### config.mk
export PLATFORM = sky130hd
export DESIGN_NAME = flush_sequencer
export DESIGN_NICKNAME = d
export VERILOG_FILES = /design/src/rtl/fsq_pkg.sv /design/src/rtl/fsq_cmd_decode.sv /design/src/rtl/fsq_block_table.sv /design/src/rtl/fsq_fsm.sv /design/src/rtl/flush_sequencer.sv
export SDC_FILE = /design/constraint.sdc
export NUM_CORES = 1
export LEC_CHECK = 0
export CAP_MARGIN = 40
export CELL_PAD_IN_SITES_DETAIL_PLACEMENT = 1
export CELL_PAD_IN_SITES_GLOBAL_PLACEMENT = 1
export CORE_ASPECT_RATIO = 0.6
export CORE_MARGIN = 3
export CORE_UTILIZATION = 28
export CTS_BUF_LIST = sky130_fd_sc_hd__clkbuf_2
export DETAILED_ROUTE_END_ITERATION = 8
export GPL_TIMING_DRIVEN = 0
export PLACE_DENSITY = 0.73
export SLEW_MARGIN = 20
export SYNTH_ARGS = -nofsm -noshare
export SYNTH_HDL_FRONTEND = slang
export SYNTH_SLANG_ARGS = --single-unit
export TNS_END_PERCENT = 5
### constraint.sdc
create_clock -name clk -period 2.4 [get_ports clk]
set_input_delay 0.48 -clock clk [delete_from_list [all_inputs] [get_ports clk]]
set_output_delay 0.48 -clock clk [all_outputs]
set_load 0.02 [all_outputs]
### src/rtl/fsq_pkg.sv
// Shared constants and types for the flush sequencer.
// Assumes a fixed 40-bit descriptor address split over two command words.
package fsq_pkg;
    localparam int ADDR_W = 40;
    localparam int LO_W   = 32;
    localparam int HI_W   = ADDR_W - LO_W;
    localparam int NRES   = 4;
    localparam int IDX_W  = $clog2(NRES);

    // Flag positions inside the control word
    localparam int B_FWD   = 8;
    localparam int B_REL   = 9;
    localparam int B_IDX   = 10;
    localparam int B_KEEP  = 12;
    localparam int B_BLK   = 13;
    localparam int B_ALL   = 14;

    typedef enum logic [2:0] {
        S_IDLE,
        S_PREP,
        S_FWD,
        S_FLUSH,
        S_BLOCK,
        S_STATUS
    } state_t;

    typedef struct packed {
        logic [ADDR_W-1:0] addr;
        logic              fwd;
        logic              rel;
        logic [IDX_W-1:0]  idx;
        logic              keep;
        logic              blk;
        logic              all;
    } cmd_t;
endpackage

### src/rtl/fsq_cmd_decode.sv
// Splits the two command words into a typed command record.
// Assumes reserved control bits carry no meaning and are dropped.
module fsq_cmd_decode
    import fsq_pkg::*;
(
    input  logic [LO_W-1:0] addr_lo,
    input  logic [31:0]     ctrl,
    output cmd_t            cmd
);
    logic unused_rsvd;

    // Field extraction by fixed bit position
    always_comb begin
        cmd.addr = {ctrl[HI_W-1:0], addr_lo};
        cmd.fwd  = ctrl[B_FWD];
        cmd.rel  = ctrl[B_REL];
        cmd.idx  = ctrl[B_IDX +: IDX_W];
        cmd.keep = ctrl[B_KEEP];
        cmd.blk  = ctrl[B_BLK];
        cmd.all  = ctrl[B_ALL];
    end

    assign unused_rsvd = ^ctrl[31:B_ALL+1];
endmodule

### src/rtl/fsq_block_table.sv
// Holds the indexed address-blocking resources and the whole-cache block,
// and answers the combinational access probe.
// Assumes set and clear never target the same resource in one cycle
// (set wins if they do).
module fsq_block_table #(
    parameter int NRES   = 4,
    parameter int IDX_W  = 2,
    parameter int ADDR_W = 40
) (
    input  logic              clk,
    input  logic              rst_n,
    input  logic              set_en,
    input  logic [IDX_W-1:0]  set_idx,
    input  logic [ADDR_W-1:0] set_addr,
    input  logic              clr_en,
    input  logic [IDX_W-1:0]  clr_idx,
    input  logic              whole_set,
    input  logic              whole_clr,
    input  logic [ADDR_W-1:0] probe_addr,
    output logic [NRES-1:0]   held,
    output logic              whole_blk,
    output logic              probe_hit
);
    logic [NRES-1:0] match;

    for (genvar i = 0; i < NRES; i++) begin : g_res
        logic [ADDR_W-1:0] addr_q;

        // One resource: occupancy flag and stored address
        always_ff @(posedge clk) begin
            if (!rst_n) begin
                held[i] <= 1'b0;
                addr_q  <= '0;
            end else if (set_en && set_idx == IDX_W'(i)) begin
                held[i] <= 1'b1;
                addr_q  <= set_addr;
            end else if (clr_en && clr_idx == IDX_W'(i)) begin
                held[i] <= 1'b0;
            end
        end

        assign match[i] = held[i] && (addr_q == probe_addr);
    end

    // Whole-cache block flag
    always_ff @(posedge clk) begin
        if (!rst_n)         whole_blk <= 1'b0;
        else if (whole_set) whole_blk <= 1'b1;
        else if (whole_clr) whole_blk <= 1'b0;
    end

    assign probe_hit = whole_blk || (|match);
endmodule

### src/rtl/fsq_fsm.sv
// Sequences one command at a time: release, forward, flush, block, status.
// Unblock commands are executed in the accept cycle and then report status.
// Assumes acknowledges arrive only while the matching request is high.
module fsq_fsm
    import fsq_pkg::*;
#(
    parameter int TAG_W = 8
) (
    input  logic              clk,
    input  logic              rst_n,
    input  logic              cmd_valid,
    input  logic [TAG_W-1:0]  cmd_tag,
    input  cmd_t              dec,
    input  logic              ublk_valid,
    input  logic [TAG_W-1:0]  ublk_tag,
    input  logic              ublk_whole,
    input  logic [IDX_W-1:0]  ublk_idx,
    input  logic              fwd_ack,
    input  logic              fl_ack,
    input  logic [NRES-1:0]   held,
    input  logic              whole_blk,
    output logic              cmd_ready,
    output logic              ublk_ready,
    output logic              fwd_req,
    output logic              fl_req,
    output logic              fl_inval,
    output logic              fl_all,
    output logic [ADDR_W-1:0] req_addr,
    output logic              sts_valid,
    output logic [TAG_W-1:0]  sts_tag,
    output logic              sts_err,
    output logic              set_en,
    output logic [IDX_W-1:0]  set_idx,
    output logic [ADDR_W-1:0] set_addr,
    output logic              clr_en,
    output logic [IDX_W-1:0]  clr_idx,
    output logic              whole_set,
    output logic              whole_clr
);
    state_t           state_q, state_d;
    cmd_t             cur_q;
    logic [TAG_W-1:0] tag_q;
    logic             err_q, err_d;
    logic             cmd_acc, ublk_acc;
    logic             rel_bad, blk_bad, held_sel, held_after;

    assign cmd_ready  = (state_q == S_IDLE);
    assign ublk_ready = (state_q == S_IDLE) && !cmd_valid;
    assign cmd_acc    = cmd_valid && cmd_ready;
    assign ublk_acc   = ublk_valid && ublk_ready;

    // Release and block checks of the current command
    assign held_sel   = held[cur_q.idx];
    assign held_after = cur_q.rel ? 1'b0 : held_sel;
    assign rel_bad    = cur_q.rel && !held_sel;
    assign blk_bad    = cur_q.blk && held_after;

    // Handshake and status outputs decoded from state
    assign fwd_req   = (state_q == S_FWD);
    assign fl_req    = (state_q == S_FLUSH);
    assign fl_all    = cur_q.all;
    assign fl_inval  = cur_q.all || !cur_q.keep;
    assign req_addr  = cur_q.all ? '0 : cur_q.addr;
    assign sts_valid = (state_q == S_STATUS);
    assign sts_tag   = tag_q;
    assign sts_err   = err_q;

    // Strobes into the blocking table
    always_comb begin
        set_en    = (state_q == S_BLOCK) && !cur_q.all;
        set_idx   = cur_q.idx;
        set_addr  = cur_q.addr;
        whole_set = (state_q == S_BLOCK) && cur_q.all;
        whole_clr = ublk_acc && ublk_whole && whole_blk;
        clr_en    = 1'b0;
        clr_idx   = cur_q.idx;
        if (state_q == S_PREP) begin
            clr_en = cur_q.rel && held_sel;
        end else if (ublk_acc && !ublk_whole) begin
            clr_en  = held[ublk_idx];
            clr_idx = ublk_idx;
        end
    end

    // Next-state and error decision
    always_comb begin
        state_d = state_q;
        err_d   = err_q;
        unique case (state_q)
            S_IDLE: begin
                if (cmd_acc) begin
                    err_d   = 1'b0;
                    state_d = dec.all ? S_FLUSH : S_PREP;
                end else if (ublk_acc) begin
                    err_d   = ublk_whole ? !whole_blk : !held[ublk_idx];
                    state_d = S_STATUS;
                end
            end
            S_PREP: begin
                if (rel_bad || blk_bad) begin
                    err_d   = 1'b1;
                    state_d = S_STATUS;
                end else begin
                    state_d = cur_q.fwd ? S_FWD : S_FLUSH;
                end
            end
            S_FWD:    if (fwd_ack) state_d = S_FLUSH;
            S_FLUSH:  if (fl_ack)  state_d = (cur_q.all || cur_q.blk) ? S_BLOCK : S_STATUS;
            S_BLOCK:  state_d = S_STATUS;
            S_STATUS: state_d = S_IDLE;
            default:  state_d = S_IDLE;
        endcase
    end

    // State, error flag and tag registers
    always_ff @(posedge clk) begin
        if (!rst_n) begin
            state_q <= S_IDLE;
            err_q   <= 1'b0;
            tag_q   <= '0;
        end else begin
            state_q <= state_d;
            err_q   <= err_d;
            if (cmd_acc)       tag_q <= cmd_tag;
            else if (ublk_acc) tag_q <= ublk_tag;
        end
    end

    // Command capture at acceptance
    always_ff @(posedge clk) begin
        if (!rst_n)       cur_q <= '0;
        else if (cmd_acc) cur_q <= dec;
    end
endmodule

### src/rtl/flush_sequencer.sv
// Top of the flush sequencer: decodes commands, runs the sequencing FSM and
// keeps the blocking table that answers the cache's access probe.
// Assumes one flush or unblock command in flight at any time.
module flush_sequencer
    import fsq_pkg::*;
#(
    parameter int TAG_W = 8
) (
    input  logic              clk,
    input  logic              rst_n,
    input  logic              cmd_valid,
    output logic              cmd_ready,
    input  logic [TAG_W-1:0]  cmd_tag,
    input  logic [LO_W-1:0]   cmd_addr_lo,
    input  logic [31:0]       cmd_ctrl,
    input  logic              ublk_valid,
    output logic              ublk_ready,
    input  logic [TAG_W-1:0]  ublk_tag,
    input  logic              ublk_whole,
    input  logic [IDX_W-1:0]  ublk_idx,
    output logic              fwd_req,
    output logic [ADDR_W-1:0] fwd_addr,
    input  logic              fwd_ack,
    output logic              fl_req,
    output logic [ADDR_W-1:0] fl_addr,
    output logic              fl_inval,
    output logic              fl_all,
    input  logic              fl_ack,
    output logic              sts_valid,
    output logic [TAG_W-1:0]  sts_tag,
    output logic              sts_err,
    input  logic [ADDR_W-1:0] probe_addr,
    output logic              probe_blocked
);
    cmd_t              dec;
    logic [NRES-1:0]   held;
    logic              whole_blk;
    logic              set_en, clr_en, whole_set, whole_clr;
    logic [IDX_W-1:0]  set_idx, clr_idx;
    logic [ADDR_W-1:0] set_addr, req_addr;

    fsq_cmd_decode u_dec (
        .addr_lo (cmd_addr_lo),
        .ctrl    (cmd_ctrl),
        .cmd     (dec)
    );

    fsq_fsm #(.TAG_W(TAG_W)) u_fsm (
        .clk        (clk),
        .rst_n      (rst_n),
        .cmd_valid  (cmd_valid),
        .cmd_tag    (cmd_tag),
        .dec        (dec),
        .ublk_valid (ublk_valid),
        .ublk_tag   (ublk_tag),
        .ublk_whole (ublk_whole),
        .ublk_idx   (ublk_idx),
        .fwd_ack    (fwd_ack),
        .fl_ack     (fl_ack),
        .held       (held),
        .whole_blk  (whole_blk),
        .cmd_ready  (cmd_ready),
        .ublk_ready (ublk_ready),
        .fwd_req    (fwd_req),
        .fl_req     (fl_req),
        .fl_inval   (fl_inval),
        .fl_all     (fl_all),
        .req_addr   (req_addr),
        .sts_valid  (sts_valid),
        .sts_tag    (sts_tag),
        .sts_err    (sts_err),
        .set_en     (set_en),
        .set_idx    (set_idx),
        .set_addr   (set_addr),
        .clr_en     (clr_en),
        .clr_idx    (clr_idx),
        .whole_set  (whole_set),
        .whole_clr  (whole_clr)
    );

    fsq_block_table #(.NRES(NRES), .IDX_W(IDX_W), .ADDR_W(ADDR_W)) u_tbl (
        .clk        (clk),
        .rst_n      (rst_n),
        .set_en     (set_en),
        .set_idx    (set_idx),
        .set_addr   (set_addr),
        .clr_en     (clr_en),
        .clr_idx    (clr_idx),
        .whole_set  (whole_set),
        .whole_clr  (whole_clr),
        .probe_addr (probe_addr),
        .held       (held),
        .whole_blk  (whole_blk),
        .probe_hit  (probe_blocked)
    );

    assign fwd_addr = req_addr;
    assign fl_addr  = req_addr;
endmodule

==> results.tsv, run 1 <==
metric	value	unit
wl_per_cell	22.42	µm
synth_area_leader_cell	dfxtp_1	
cpMostUsedCell	nor4_2	
ir_drop	0.3212	mV
final_common_cell	nand2_1	
drc	0	
row_count	55	
comb_power_share	37.4	%
cts_hold_buf	0	
design_area	14700	µm²
p_per_area	759.2	nW/µm²
relSlewSlack	44.46	%
fin_ws	-1.178	ns
initial_utilization	28.82	%
synth.avg_cell_area	8.132	µm²
cts_tree	yes	
drive_above_1_share	21.01	%
critPathRequiredTime	1.92	ns
port_buffers	190	
sw_frac_of_total	39.86	%
cts.sinks	224	
skew	0.05281	ns
layout_common_cells	nand2_1, dfxtp_1, a21boi_0, buf_4, clkdlybuf4s50_1	
grt_max_degree	15	
p_leak	5.518	nW
status	finished with violations	
ys_types	51	
crit_path_end_kind	output pin	
die_w	262.2	µm
arrival	3.10	ns
synth.area.top_cells	dfxtp_1, nand2_1, a21boi_0, xnor2_1, xor2_1	
rsz0062_at_grt	yes	
vias	10730	
max_freq	0.2795	GHz
fin_cells	2177	
slowest_delay	0.37	ns
maxSlewViolCount	0	
die_y	159.7	µm
drtAntennaViolNets	0	
path_clk_slew	0.12	ns
grt_pass1_vias	11030	
yosysWarnings	0	
crit_family	simple AND/OR/NAND/NOR gates	
dpl_cell_area	13580	µm²
fp.coreArea	38260	µm²
pwr-share-seq	39.4	%
synth_top_area_share	40.67	%
cap_violations	0	
setup_viol	62	
path_max_fanout	2	
ctsLongestPathBuffers	3	
drt_first_pass_iters	5	
io-pin-count	226	
placed_cells	2060	
die_area	41880	µm²
power_frac_clock	23.2	%
clk_latency	0.91	ns
finalHoldViolations	0	
nFillCells	4610	
drt_iter0_drc	749	
syn-cell-area	11030	µm²
critical_path_buf_inv_count	1	
postLayoutCoreUtil	38.43	%
path_cells	xor2_4 > nor4_2 > nand4_1 > nor4_2 > a22oi_1 > o211ai_1 > buf_4	
grt_pass1_wl	70240	µm
globalRoute.totalOverflow	0	
nets	1756	
clock-root-buffer	clkbuf_2	
period_share	149.1	%
place_congestion	1.002	
hold_ws	0.1251	ns
yosys_most_used_dff	dfxtp_1	
power.internal	6.714	mW
slowest_stage	dfxtp_2	
synth_nets	1485	
cts_buffers	57	
grtUsageTotal	22.60	%
worstMarginPinSlew	0.8331	ns
switchingPower	4.449	mW
worstHoldPathType	in2reg	
antenna_found_initial	4	
synth_edf_count	0	
multi_input_area	6156	µm²
hpwl	37140	µm
min_period	3.578	ns
synth_seq_cells	224	
seq_area	4501	µm²
synth.yosys.seq_area_share	40.67	%
vias_per_cell	4.928	
async_flop_share	0	%
failed_checks	setup timing	
h-tree-depth	2	
worstSetupStartpointType	register	
totalWireLength	48810	µm
syn2layout_area_growth	33.35	%
path_class	reg2out	
synthCells	1356	
## cell usage after synthesis (all sizes together) (7+ instances only)
cell,count
nand2,429
dfxtp,224
a21boi,208
xnor2,78
clkbuf,77
xor2,72
buf,62
nor2b,45
nand3,25
nor4,24
nand4,20
inv,13
o211a,8
o21ai,8
nor3,7
## layer usage
layer / vias to the layer above / GRT usage [%] / part of all wire [%]
li1: 4960 / - / -
met1: 5292 / 32.91 / 48
met2: 416 / 32.69 / 42
met3: 57 / 6.768 / 8.7
met4: 4 / 4.755 / 1.4
met5: - / 0 / 0.055
## flip-flops by register name (all words and copies together), names as in the netlist
| name | cells |
|---|---|
| u_tbl.held | 4 |
| u_tbl.g_res.addr_q | 160 |
| u_fsm.set_addr | 40 |
| u_fsm.cur_q | 4 |
| u_fsm.fl_all | 1 |
| u_tbl.whole_blk | 1 |
| u_fsm.set_idx | 2 |
| u_fsm.sts_tag | 8 |
| u_fsm.sts_err | 1 |
| u_fsm.state_q | 3 |
## metrics by stage
| step | power (mW) | TNS, ns | worst slack, ns |
|---|---|---|---|
| after floorplan | 6.306 | 0 | 0.1313 |
| after global placement | 7.986 | -16.06 | -2.025 |
| after detailed placement | 8.075 | -21.69 | -1.564 |
| after CTS | 10.76 | -17.09 | -1.228 |
| after global routing | 11.77 | -19.66 | -1.224 |
| final | 11.16 | -5.977 | -1.178 |
## layout make-up
class / count / area share [%]
diodes: 3 / 0.05106
plain buffers: 138 / 5.735
clock buffers: 80 / 2.723
clock inverters: 13 / 0.3574
inverters: 13 / 0.3659
multi-input cells: 980 / 41.87
flip-flops and latches: 224 / 30.61
well taps: 513 / 4.365
repair buffers: 213 / 13.93
## cell families after synthesis
| family | Yosys count | share of synthesized area (%) |
|---|---|---|
| multiplexers | 7 | 0.8850 |
| flip-flops | 224 | 40.67 |
| XOR/XNOR | 150 | 11.91 |
| buffers and inverters | 152 | 6.853 |
| AND/OR/NAND/NOR | 576 | 22.82 |
| AO/OA/AOI/OAI | 247 | 16.86 |
## worst paths after layout
kind / start / endpoint / slack (ns) / cells past startpoint
worst max-delay path: u_tbl.g_res[1].addr_q[22] / probe_blocked / -1.18 / 7
worst min-delay path: cmd_addr_lo[30] / u_fsm.set_addr[30] / 0.13 / 3
worst max register to register: u_fsm.fl_all / u_tbl.g_res[0].addr_q[25] / -0.03 / 11
worst min register to register: u_tbl.g_res[0].addr_q[21] / u_tbl.g_res[0].addr_q[21] / 0.47 / 2
## power by group through the flow
| stage | Clock (mW) | Sequential [mW] | Combinational [mW] |
|---|---|---|---|
| floorplan | 0 | 4.35 | 1.96 |
| global placement | 0 | 4.44 | 3.54 |
| detailed placement | 0 | 4.46 | 3.62 |
| CTS | 2.66 | 4.39 | 3.72 |
| global route | 2.86 | 4.44 | 4.47 |
| finish | 2.59 | 4.40 | 4.18 |
## worst reg2reg max path: stages, from the launching register on
cell and delay, ns:
dfxtp_4 0.39, buf_8 0.11, buf_8 0.12, buf_12 0.14, buf_4 0.13, nor4_4 0.04, and2b_2 0.23, nand2b_1 0.07
clkbuf_1 0.27, clkbuf_1 0.54, nand2_1 0.14, a21boi_0 0.19
## what timing repair did
action | CTS | global route
setup endpoints to repair | 169 | 216
endpoints found under the hold margin | 0 | 0
buffers inserted | 4 | 17
gates resized for setup | 402 | 148
pin swaps | 6 | 10
gates cloned | 0 | 1
Note: power is estimated with default switching activity, not from simulation.
==> inputs of run 2 (changes only) <==
--- a/config.mk
+++ b/config.mk
@@ -5,7 +5,7 @@
 export SDC_FILE = /design/constraint.sdc
 export NUM_CORES = 1
 export LEC_CHECK = 0
-export CAP_MARGIN = 40
+export CAP_MARGIN = 10
 export CELL_PAD_IN_SITES_DETAIL_PLACEMENT = 1
 export CELL_PAD_IN_SITES_GLOBAL_PLACEMENT = 1
 export CORE_ASPECT_RATIO = 0.6
==> results.tsv, run 2 (synthesis results as in run 1) <==
metric	value	unit
hold_ws	0.09475	ns
final_common_cell	nand2_1	
relSlewSlack	49.10	%
clk_latency	0.95	ns
drt_first_pass_iters	6	
die_w	262.2	µm
drtAntennaViolNets	0	
syn2layout_area_growth	33.69	%
io-pin-count	226	
largest_reg_flops	160	
max_freq	0.2763	GHz
globalRoute.totalOverflow	0	
cap_violations	0	
design_area	14740	µm²
worstMarginPinSlew	0.7565	ns
place_ws	-1.950	ns
reg2reg_depth	9	
vias_per_cell	4.909	
skew	0.08618	ns
drive_above_1_share	20.64	%
min_period	3.619	ns
worstHoldPathType	in2reg	
postLayoutCoreUtil	38.53	%
worstSetupStartpointType	register	
grt_pass1_vias	10930	
ir_drop	0.3096	mV
critPathRequiredTime	1.92	ns
port_buffers	190	
cts_buffers	56	
placed_cells	2059	
setup_viol	6	
drt_iter0_drc	802	
finalHoldViolations	0	
vias	10710	
path_max_fanout	2	
initial_utilization	28.82	%
wl_per_cell	22.46	µm
die_y	159.7	µm
dpl_cell_area	13570	µm²
whs_path_depth	3	
largest_register	u_tbl.g_res.addr_q	
path_class	reg2out	
layout_common_cells	nand2_1, dfxtp_1, a21boi_0, clkdlybuf4s50_1, buf_4	
cts_hold_buf	0	
arrival	3.14	ns
seq_area	4513	µm²
p_leak	5.550	nW
period_share	150.8	%
cts_tree	yes	
drc	0	
maxSlewViolCount	0	
fp.coreArea	38260	µm²
fin_cells	2182	
multi_input_area	6142	µm²
ctsLongestPathBuffers	3	
rsz0062_at_grt	yes	
p_per_area	767.4	nW/µm²
hpwl	37120	µm
h-tree-depth	2	
fin_ws	-1.219	ns
failed_checks	setup timing	
cts.sinks	224	
row_count	55	
status	finished with violations	
totalWireLength	49010	µm
clock-root-buffer	clkbuf_2	
grt_max_degree	15	
finalPower	11.31	mW
tns	-1.711	ns
die_area	41880	µm²
nets	1755	
path_clk_slew	0.11	ns
grtUsageTotal	22.62	%
nFillCells	4611	
crit_path_end_kind	output pin	
place_congestion	1.002	
grt_pass1_wl	70020	µm
antenna_found_initial	5	
run 2: layout make-up:
| cell class | instances | share of cell area [%] |
|---|---|---|
| multi-input cells | 980 | 41.67 |
| flip-flops and latches | 224 | 30.61 |
| repair buffers | 215 | 14.10 |
| plain buffers | 136 | 5.508 |
| well taps | 513 | 4.354 |
| clock buffers | 75 | 2.546 |
| clock inverters | 24 | 0.8318 |
| inverters | 13 | 0.3480 |
| diodes | 2 | 0.03395 |
run 2: repair_timing:
action                     4_1_cts  5_1_grt
buffers inserted                 8       14
setup endpoints to repair      167      177
gates cloned                     2        1
pin swaps                        4        4
resized for setup              435       79
run 2: worst max-delay path: stages, from the launching register on:
cell and delay (ns):
dfxtp_2 0.34, xor2_1 0.18, nor4_4 0.44, nand4_1 0.38
nor4_2 0.34, a22oi_1 0.14, o211ai_1 0.20, buf_4 0.22
run 2: metal layers:
| metal | track usage, % | wire [µm] | vias up |
|---|---|---|---|
| met1 | 32.49 | 23310 | 5314 |
| met2 | 32.58 | 20470 | 377 |
| li1 | - | - | 4956 |
| met4 | 5.255 | 796 | 4 |
| met3 | 7.370 | 4417 | 61 |
| met5 | 0 | 17 | - |
run 2: path summary, 6_finish.rpt:
check | start | endpoint | slack (ns)
max | u_tbl.g_res[1].addr_q[18] | probe_blocked | -1.22
min | cmd_addr_lo[25] | u_fsm.set_addr[25] | 0.09
max reg2reg | u_fsm.fl_all | u_tbl.g_res[2].addr_q[25] | 0.11
min reg2reg | u_fsm.set_addr[32] | u_tbl.g_res[3].addr_q[32] | 0.45
run 2: power by group:
part           internal, mW  total [mW]  switching, mW
clock                 0.964        2.69           1.72
combinational          1.85        4.21           2.35
sequential             4.01        4.42          0.411
total                  6.82        11.3           4.49
